[src/rtl/stgen_pkg.sv]
package stgen_pkg;

  typedef enum logic [1:0] {
    ST_IDLE = 2'd0,
    ST_PH1  = 2'd1,
    ST_PH2  = 2'd2,
    ST_HOLD = 2'd3
  } stgenState_t;

  typedef struct packed {
    logic loadCnt;
    logic decCnt;
    logic setColl;
    logic watchStart;
    logic clearSeen;
  } stgenStrobe_t;

endpackage

[src/rtl/stgen_datapath.sv]
module stgen_datapath
  import stgen_pkg::*;
#(
  parameter int RELOAD_W = 7,
  parameter int SYNC_STAGES = 2
) (
  input  logic                clk,
  input  logic                rstN,
  input  logic [RELOAD_W-1:0] reloadVal,
  input  logic                sdaPin,
  input  logic                sclPin,
  input  logic                irqClr,
  input  logic                collClr,
  input  stgenStrobe_t        strb,
  output logic                sdaS,
  output logic                sclS,
  output logic                cntLast,
  output logic                irqFlag,
  output logic                collFlag,
  output logic                startSeen
);

  localparam logic [RELOAD_W-1:0] CNT_ONE = RELOAD_W'(1);

  logic [SYNC_STAGES-1:0] sdaSync;
  logic [SYNC_STAGES-1:0] sclSync;
  logic [RELOAD_W-1:0]    cnt;
  logic [RELOAD_W-1:0]    loadVal;
  logic                   startCond;

  generate
    if (SYNC_STAGES == 1) begin : gSyncOne
      always_ff @(posedge clk or negedge rstN) begin
        if (!rstN) begin
          sdaSync <= '1;
          sclSync <= '1;
        end else begin
          sdaSync <= sdaPin;
          sclSync <= sclPin;
        end
      end
    end else begin : gSyncChain
      always_ff @(posedge clk or negedge rstN) begin
        if (!rstN) begin
          sdaSync <= '1;
          sclSync <= '1;
        end else begin
          sdaSync <= {sdaSync[SYNC_STAGES-2:0], sdaPin};
          sclSync <= {sclSync[SYNC_STAGES-2:0], sclPin};
        end
      end
    end
  endgenerate

  assign sdaS = sdaSync[SYNC_STAGES-1];
  assign sclS = sclSync[SYNC_STAGES-1];

  // zero reload still yields one cycle per phase
  assign loadVal = (reloadVal == '0) ? CNT_ONE : reloadVal;
  assign cntLast = (cnt == CNT_ONE);

  always_ff @(posedge clk or negedge rstN) begin
    if (!rstN)             cnt <= CNT_ONE;
    else if (strb.loadCnt) cnt <= loadVal;
    else if (strb.decCnt)  cnt <= cnt - CNT_ONE;
  end

  assign startCond = strb.watchStart && !sdaS && sclS;

  always_ff @(posedge clk or negedge rstN) begin
    if (!rstN) begin
      irqFlag   <= 1'b0;
      collFlag  <= 1'b0;
      startSeen <= 1'b0;
    end else begin
      if (startCond)   irqFlag <= 1'b1;
      else if (irqClr) irqFlag <= 1'b0;
      if (strb.setColl) collFlag <= 1'b1;
      else if (collClr) collFlag <= 1'b0;
      if (startCond)           startSeen <= 1'b1;
      else if (strb.clearSeen) startSeen <= 1'b0;
    end
  end

  assert_cnt_floor_R3: assert property (@(posedge clk) disable iff (!rstN)
    strb.loadCnt |=> (cnt != '0));
  assert_coll_set_wins_R9: assert property (@(posedge clk) disable iff (!rstN)
    strb.setColl |=> collFlag);
  assert_coll_sticky_R9: assert property (@(posedge clk) disable iff (!rstN)
    (collFlag && !collClr) |=> collFlag);
  assert_irq_sticky_R9: assert property (@(posedge clk) disable iff (!rstN)
    (irqFlag && !irqClr) |=> irqFlag);

endmodule

[src/rtl/stgen_ctrl.sv]
module stgen_ctrl
  import stgen_pkg::*;
(
  input  logic         clk,
  input  logic         rstN,
  input  logic         startGo,
  input  logic         sdaS,
  input  logic         sclS,
  input  logic         cntLast,
  output stgenStrobe_t strb,
  output logic         sdaDriveLow,
  output logic         sclDriveLow,
  output logic         startBusy,
  output logic         startDone
);

  stgenState_t state, stateNext;
  logic        linesHigh;

  assign linesHigh = sdaS && sclS;

  always_comb begin
    stateNext       = state;
    strb            = '0;
    strb.watchStart = (state != ST_IDLE);
    unique case (state)
      ST_IDLE: begin
        if (startGo) begin
          if (linesHigh) begin
            strb.loadCnt   = 1'b1;
            strb.clearSeen = 1'b1;
            stateNext      = ST_PH1;
          end else begin
            strb.setColl    = 1'b1;
            strb.watchStart = 1'b1;
          end
        end
      end
      ST_PH1: begin
        if (sdaS && !sclS) begin
          strb.setColl = 1'b1;
          stateNext    = ST_IDLE;
        end else if (!sdaS || cntLast) begin
          strb.loadCnt = 1'b1;
          stateNext    = ST_PH2;
        end else begin
          strb.decCnt = 1'b1;
        end
      end
      ST_PH2: begin
        if (cntLast) stateNext   = ST_HOLD;
        else         strb.decCnt = 1'b1;
      end
      ST_HOLD: begin
        if (startGo) stateNext = ST_IDLE;
      end
      default: stateNext = ST_IDLE;
    endcase
  end

  always_ff @(posedge clk or negedge rstN) begin
    if (!rstN) begin
      state     <= ST_IDLE;
      startDone <= 1'b0;
    end else begin
      state     <= stateNext;
      startDone <= (state == ST_PH2) && cntLast;
    end
  end

  assign sdaDriveLow = (state == ST_PH2) || (state == ST_HOLD);
  assign sclDriveLow = (state == ST_HOLD);
  assign startBusy   = (state == ST_PH1) || (state == ST_PH2);

  assert_req_coll_idle_R2: assert property (@(posedge clk) disable iff (!rstN)
    (state == ST_IDLE && startGo && !linesHigh) |=> (!sdaDriveLow && !startBusy));
  assert_ph1_abort_R4: assert property (@(posedge clk) disable iff (!rstN)
    (state == ST_PH1 && sdaS && !sclS) |=> (!startBusy && !sdaDriveLow));
  assert_early_sda_R5: assert property (@(posedge clk) disable iff (!rstN)
    (state == ST_PH1 && !sdaS) |=> sdaDriveLow);
  assert_done_single_R7: assert property (@(posedge clk) disable iff (!rstN)
    startDone |=> !startDone);
  assert_done_with_scl_R7: assert property (@(posedge clk) disable iff (!rstN)
    startDone |-> (sclDriveLow && sdaDriveLow && !startBusy));

endmodule

[src/rtl/i2c_start_gen.sv]
module i2c_start_gen
  import stgen_pkg::*;
#(
  parameter int RELOAD_W = 7,
  parameter int SYNC_STAGES = 2
) (
  input  logic                clk,
  input  logic                rstN,
  input  logic                startGo,
  input  logic [RELOAD_W-1:0] reloadVal,
  input  logic                sdaPin,
  input  logic                sclPin,
  input  logic                irqClr,
  input  logic                collClr,
  output logic                sdaDriveLow,
  output logic                sclDriveLow,
  output logic                startBusy,
  output logic                startDone,
  output logic                irqFlag,
  output logic                collFlag,
  output logic                startSeen
);

  stgenStrobe_t strb;
  logic         sdaS;
  logic         sclS;
  logic         cntLast;

  stgen_ctrl u_ctrl (
    .clk         (clk),
    .rstN        (rstN),
    .startGo     (startGo),
    .sdaS        (sdaS),
    .sclS        (sclS),
    .cntLast     (cntLast),
    .strb        (strb),
    .sdaDriveLow (sdaDriveLow),
    .sclDriveLow (sclDriveLow),
    .startBusy   (startBusy),
    .startDone   (startDone)
  );

  stgen_datapath #(
    .RELOAD_W    (RELOAD_W),
    .SYNC_STAGES (SYNC_STAGES)
  ) u_dp (
    .clk       (clk),
    .rstN      (rstN),
    .reloadVal (reloadVal),
    .sdaPin    (sdaPin),
    .sclPin    (sclPin),
    .irqClr    (irqClr),
    .collClr   (collClr),
    .strb      (strb),
    .sdaS      (sdaS),
    .sclS      (sclS),
    .cntLast   (cntLast),
    .irqFlag   (irqFlag),
    .collFlag  (collFlag),
    .startSeen (startSeen)
  );

endmodule

[config.mk]
export PLATFORM = sky130hd
export DESIGN_NAME = i2c_start_gen
export DESIGN_NICKNAME = d
export VERILOG_FILES = /design/src/rtl/stgen_pkg.sv /design/src/rtl/stgen_datapath.sv /design/src/rtl/stgen_ctrl.sv /design/src/rtl/i2c_start_gen.sv
export SDC_FILE = /design/constraint.sdc
export NUM_CORES = 1
export LEC_CHECK = 0
export BUFFER_PORTS_ARGS = -buffer_cell sky130_fd_sc_hd__buf_2
export CORE_ASPECT_RATIO = 0.5
export CORE_UTILIZATION = 35
export DETAILED_ROUTE_END_ITERATION = 8
export PLACE_DENSITY_LB_ADDON = 0.08
export SKIP_CTS_REPAIR_TIMING = 1
export SLEW_MARGIN = 10
export SYNTH_ARGS = -nofsm -noshare
export SYNTH_HDL_FRONTEND = slang
export SYNTH_SLANG_ARGS = --single-unit
[constraint.sdc]
create_clock -name clk -period 2.3 [get_ports clk]
set_input_delay 0.23 -clock clk [delete_from_list [all_inputs] [get_ports clk]]
set_output_delay 0.23 -clock clk [all_outputs]
set_load 0.05 [all_outputs]
==> impl_results.md <==
* Status: completed
* TritonCTS Buffers at 3
* Top cell type's share of synthesized area at 31.0%
* Routed vias/inst at 5.07
* Rows at 13
* Die Span Y at 39.2 um
* Post-route ant nets at 0
* Number of diodes at 0
* Pre-Repair DR Iteration Count at 4
* Area delta synth->final at 20.6%
* Final WL at 2.03 mm
* Clk buf depth at 2
* Period utilization at approximately 86%
* Syn nets at 112
* CTS tree: done
* Gr usage total at 15.3%
* Syn Inst Count at 92
* Final RePlAce weighted congestion at 0.891
* Nets@finish at between 100 and 150
* Switching Share at a little under half
* CP startpoint kind: flip-flop
* Crit. End Element: flip-flop
* WL/cell at around 13 um
* Fraction of layout cells with a size suffix above 1 at 33.3%
* Power per Cell Area at 1350 mW/mm^2
* Fraction of registers with async set/reset at 100%
* Clock Pin Slew Worst Setup and Hold Paths at 70 ps
* First-pass GRT wire length at 3.32 mm
* Clock sink count at 17
* Fmax at 503 MHz
* Top cells by area, synth: dfrtp_1 (31%), dfstp_2 (14%), ha_1 (7.8%)
* DRC viols at 0
* Hold crit path type: in -> reg
* Clk pwr share at 14.2%
* Seq/Total Area, Yosys at between 40% and 50%
* Clock skew at around 1.7 ps
* Overflow left after global routing at 0
* Initial core utilization at a little under two fifths
* Die W at roughly 76 um
* Peak VDD IR at roughly 430 uV
* FF+latch count, synth at 17
* Slew Limit Headroom at between 60% and 70%
* Post-synth top area cell: dfrtp_1
* CP max FO at 7
* WHS at 69.9 ps
* Pin count of the biggest net entering global routing at 18
* Core ar. at about 0.0026 sq mm
* Post-Layout Cell Count at 154
* Dpl cells at roughly 150
* Flop pwr share at 32.4%
* Power consumption at roughly 0.0016 W
* Worst-Skew Late Latency at 250 ps
* CP required at 2440 ps
* Post-synthesis cell area at a little under 0.001 sq mm
* Combinational share of power at 53.4%
* CTS Root Cell: clkbuf_8
* Avg Inst Size Synth at 10.5 sq um
* Final Max Tran Viols at 0
* Period minus WS final at 1990 ps
* Worst slew pin tran at 457 ps
* RSZ-0062 raised after global routing: no
* Max Cap Viol at 0
* Leakage at 0.540 nW
* Ys Warns at 0
* DR vias at 781
* Synth unique cells at 34
* Count leader, synth: dfrtp_1
* Number of DRC markers in iteration 0 at 20
* Psw at about 0.00071 W
* IO Port Bufs at 20
* Vias in the first global route at 723
* Most frequent cells after synthesis: dfrtp_1 (12), a21oi_1 (7), inv_1 (7), nor2_1 (7), ha_1 (6)
* Pint at 0.000859 W
* Final setup violating endpoints at 0
* Initial antenna violation count at 0
* Primary FF master, synth: dfrtp_1
* Post-detail-place hpwl at 1.56 mm
* Die Area at 0.00299 sq mm
* EDFF count, synth at 0
* I/O pin cnt at 21
* Critical Path AT at 2130 ps
* Setup TNS at 0 ps
* H-tree depth at 1
* Critical path class: reg -> reg
* Fin. Hold Viols at 0
==> critical path: stages, from the launching register on <==
cell	delay (ps)
dfrtp_1	420
or4_4	560
or3_4	410
and2_4	190
mux2_4	300
==> worst paths after layout <==
kind | slack [ps] | end | startpoint | depth (start not counted)
worst max-delay path | 310 | u_dp.cnt[2] | u_dp.cnt[3] | 4
worst min-delay path | 70 | u_dp.sclSync[0] | sclPin | 1
worst max register to register | 310 | u_dp.cnt[2] | u_dp.cnt[3] | 4
worst min register to register | 360 | u_dp.sdaSync[1] | u_dp.sdaSync[0] | 0
max in group asynchronous | 1550 | u_dp.sclSync[1] | rstN | 2
min in group asynchronous | 430 | u_ctrl.startDone | rstN | 2
==> layout make-up <==
cell class / count / area (sq um)
inverter: 7 / 26.3
fill: 265 / 1440
timing repair buffer: 22 / 118
multi-input combinational: 67 / 498
sequential: 17 / 432
tap: 37 / 46.3
clock buffer: 3 / 41.3
clock inverter: 1 / 5.00
==> layer usage <==
layer / global-route usage, % / part of all wire [%] / vias to the layer above
met5: 0 / 0 / -
met4: 2.88 / 0.30 / 0
met3: 6.35 / 7.1 / 2
met2: 25.2 / 43 / 27
met1: 19.2 / 49 / 369
li1: - / - / 383
==> layout by cell type, fill, tap and decap left out, types with 2 or more instances in the layout <==
cell type / instances
dfrtp_1: 12
nand2b_1: 2
inv_1: 7
buf_2: 20
nand3_1: 2
nor2_1: 7
nand2_1: 2
or3_1: 4
dfstp_2: 5
mux2_4: 3
ha_1: 6
a31oi_1: 3
nor4_1: 2
mux2i_1: 4
o211ai_1: 2
o21ai_0: 4
a21oi_1: 7
clkbuf_8: 3
xnor2_1: 2
and2_1: 2
==> flip-flops by register name, summed over array words and instances (netlist names), named ones only <==
register / flops
u_ctrl.startDone: 1
u_ctrl.state: 1
u_dp.cnt: 7
u_dp.collFlag: 1
u_dp.irqFlag: 1
u_dp.sclSync: 2
u_dp.sdaSync: 2
u_dp.startSeen: 1
==> power groups by stage <==
stage	clock, W	sequential (W)	combinational (W)
CTS	0.000233	0.000508	0.000842
floorplan	0	0.000564	0.000607
finish	0.000223	0.000509	0.000838
global placement	0	0.000504	0.000817
global route	0.000245	0.000526	0.000914
detailed placement	0	0.000513	0.000835
==> per-stage QoR <==
stage / setup slack, ps / utilization, % / area [sq um]
2_1_floorplan: 306 / - / 967
3_3_place_gp: 360 / 42.6 / 1110
3_5_place_dp: 324 / 42.6 / 1110
4_1_cts: 315 / 44.4 / 1160
5_1_grt: 264 / 44.8 / 1170
6_report: 312 / 44.8 / 1170
==> logic make-up after synthesis <==
| kind of cell | share of synthesized area, % |
|---|---|
| DFF | 44.6 |
| xor gates and xnor gates | 1.81 |
| adders and majority gates | 7.76 |
| muxes | 9.96 |
| AOI/OAI and AO/OA | 15.8 |
| and+or+nand+nor | 16.2 |
| buffers and inverters | 3.88 |
Note: power is estimated with default switching activity, not from simulation.
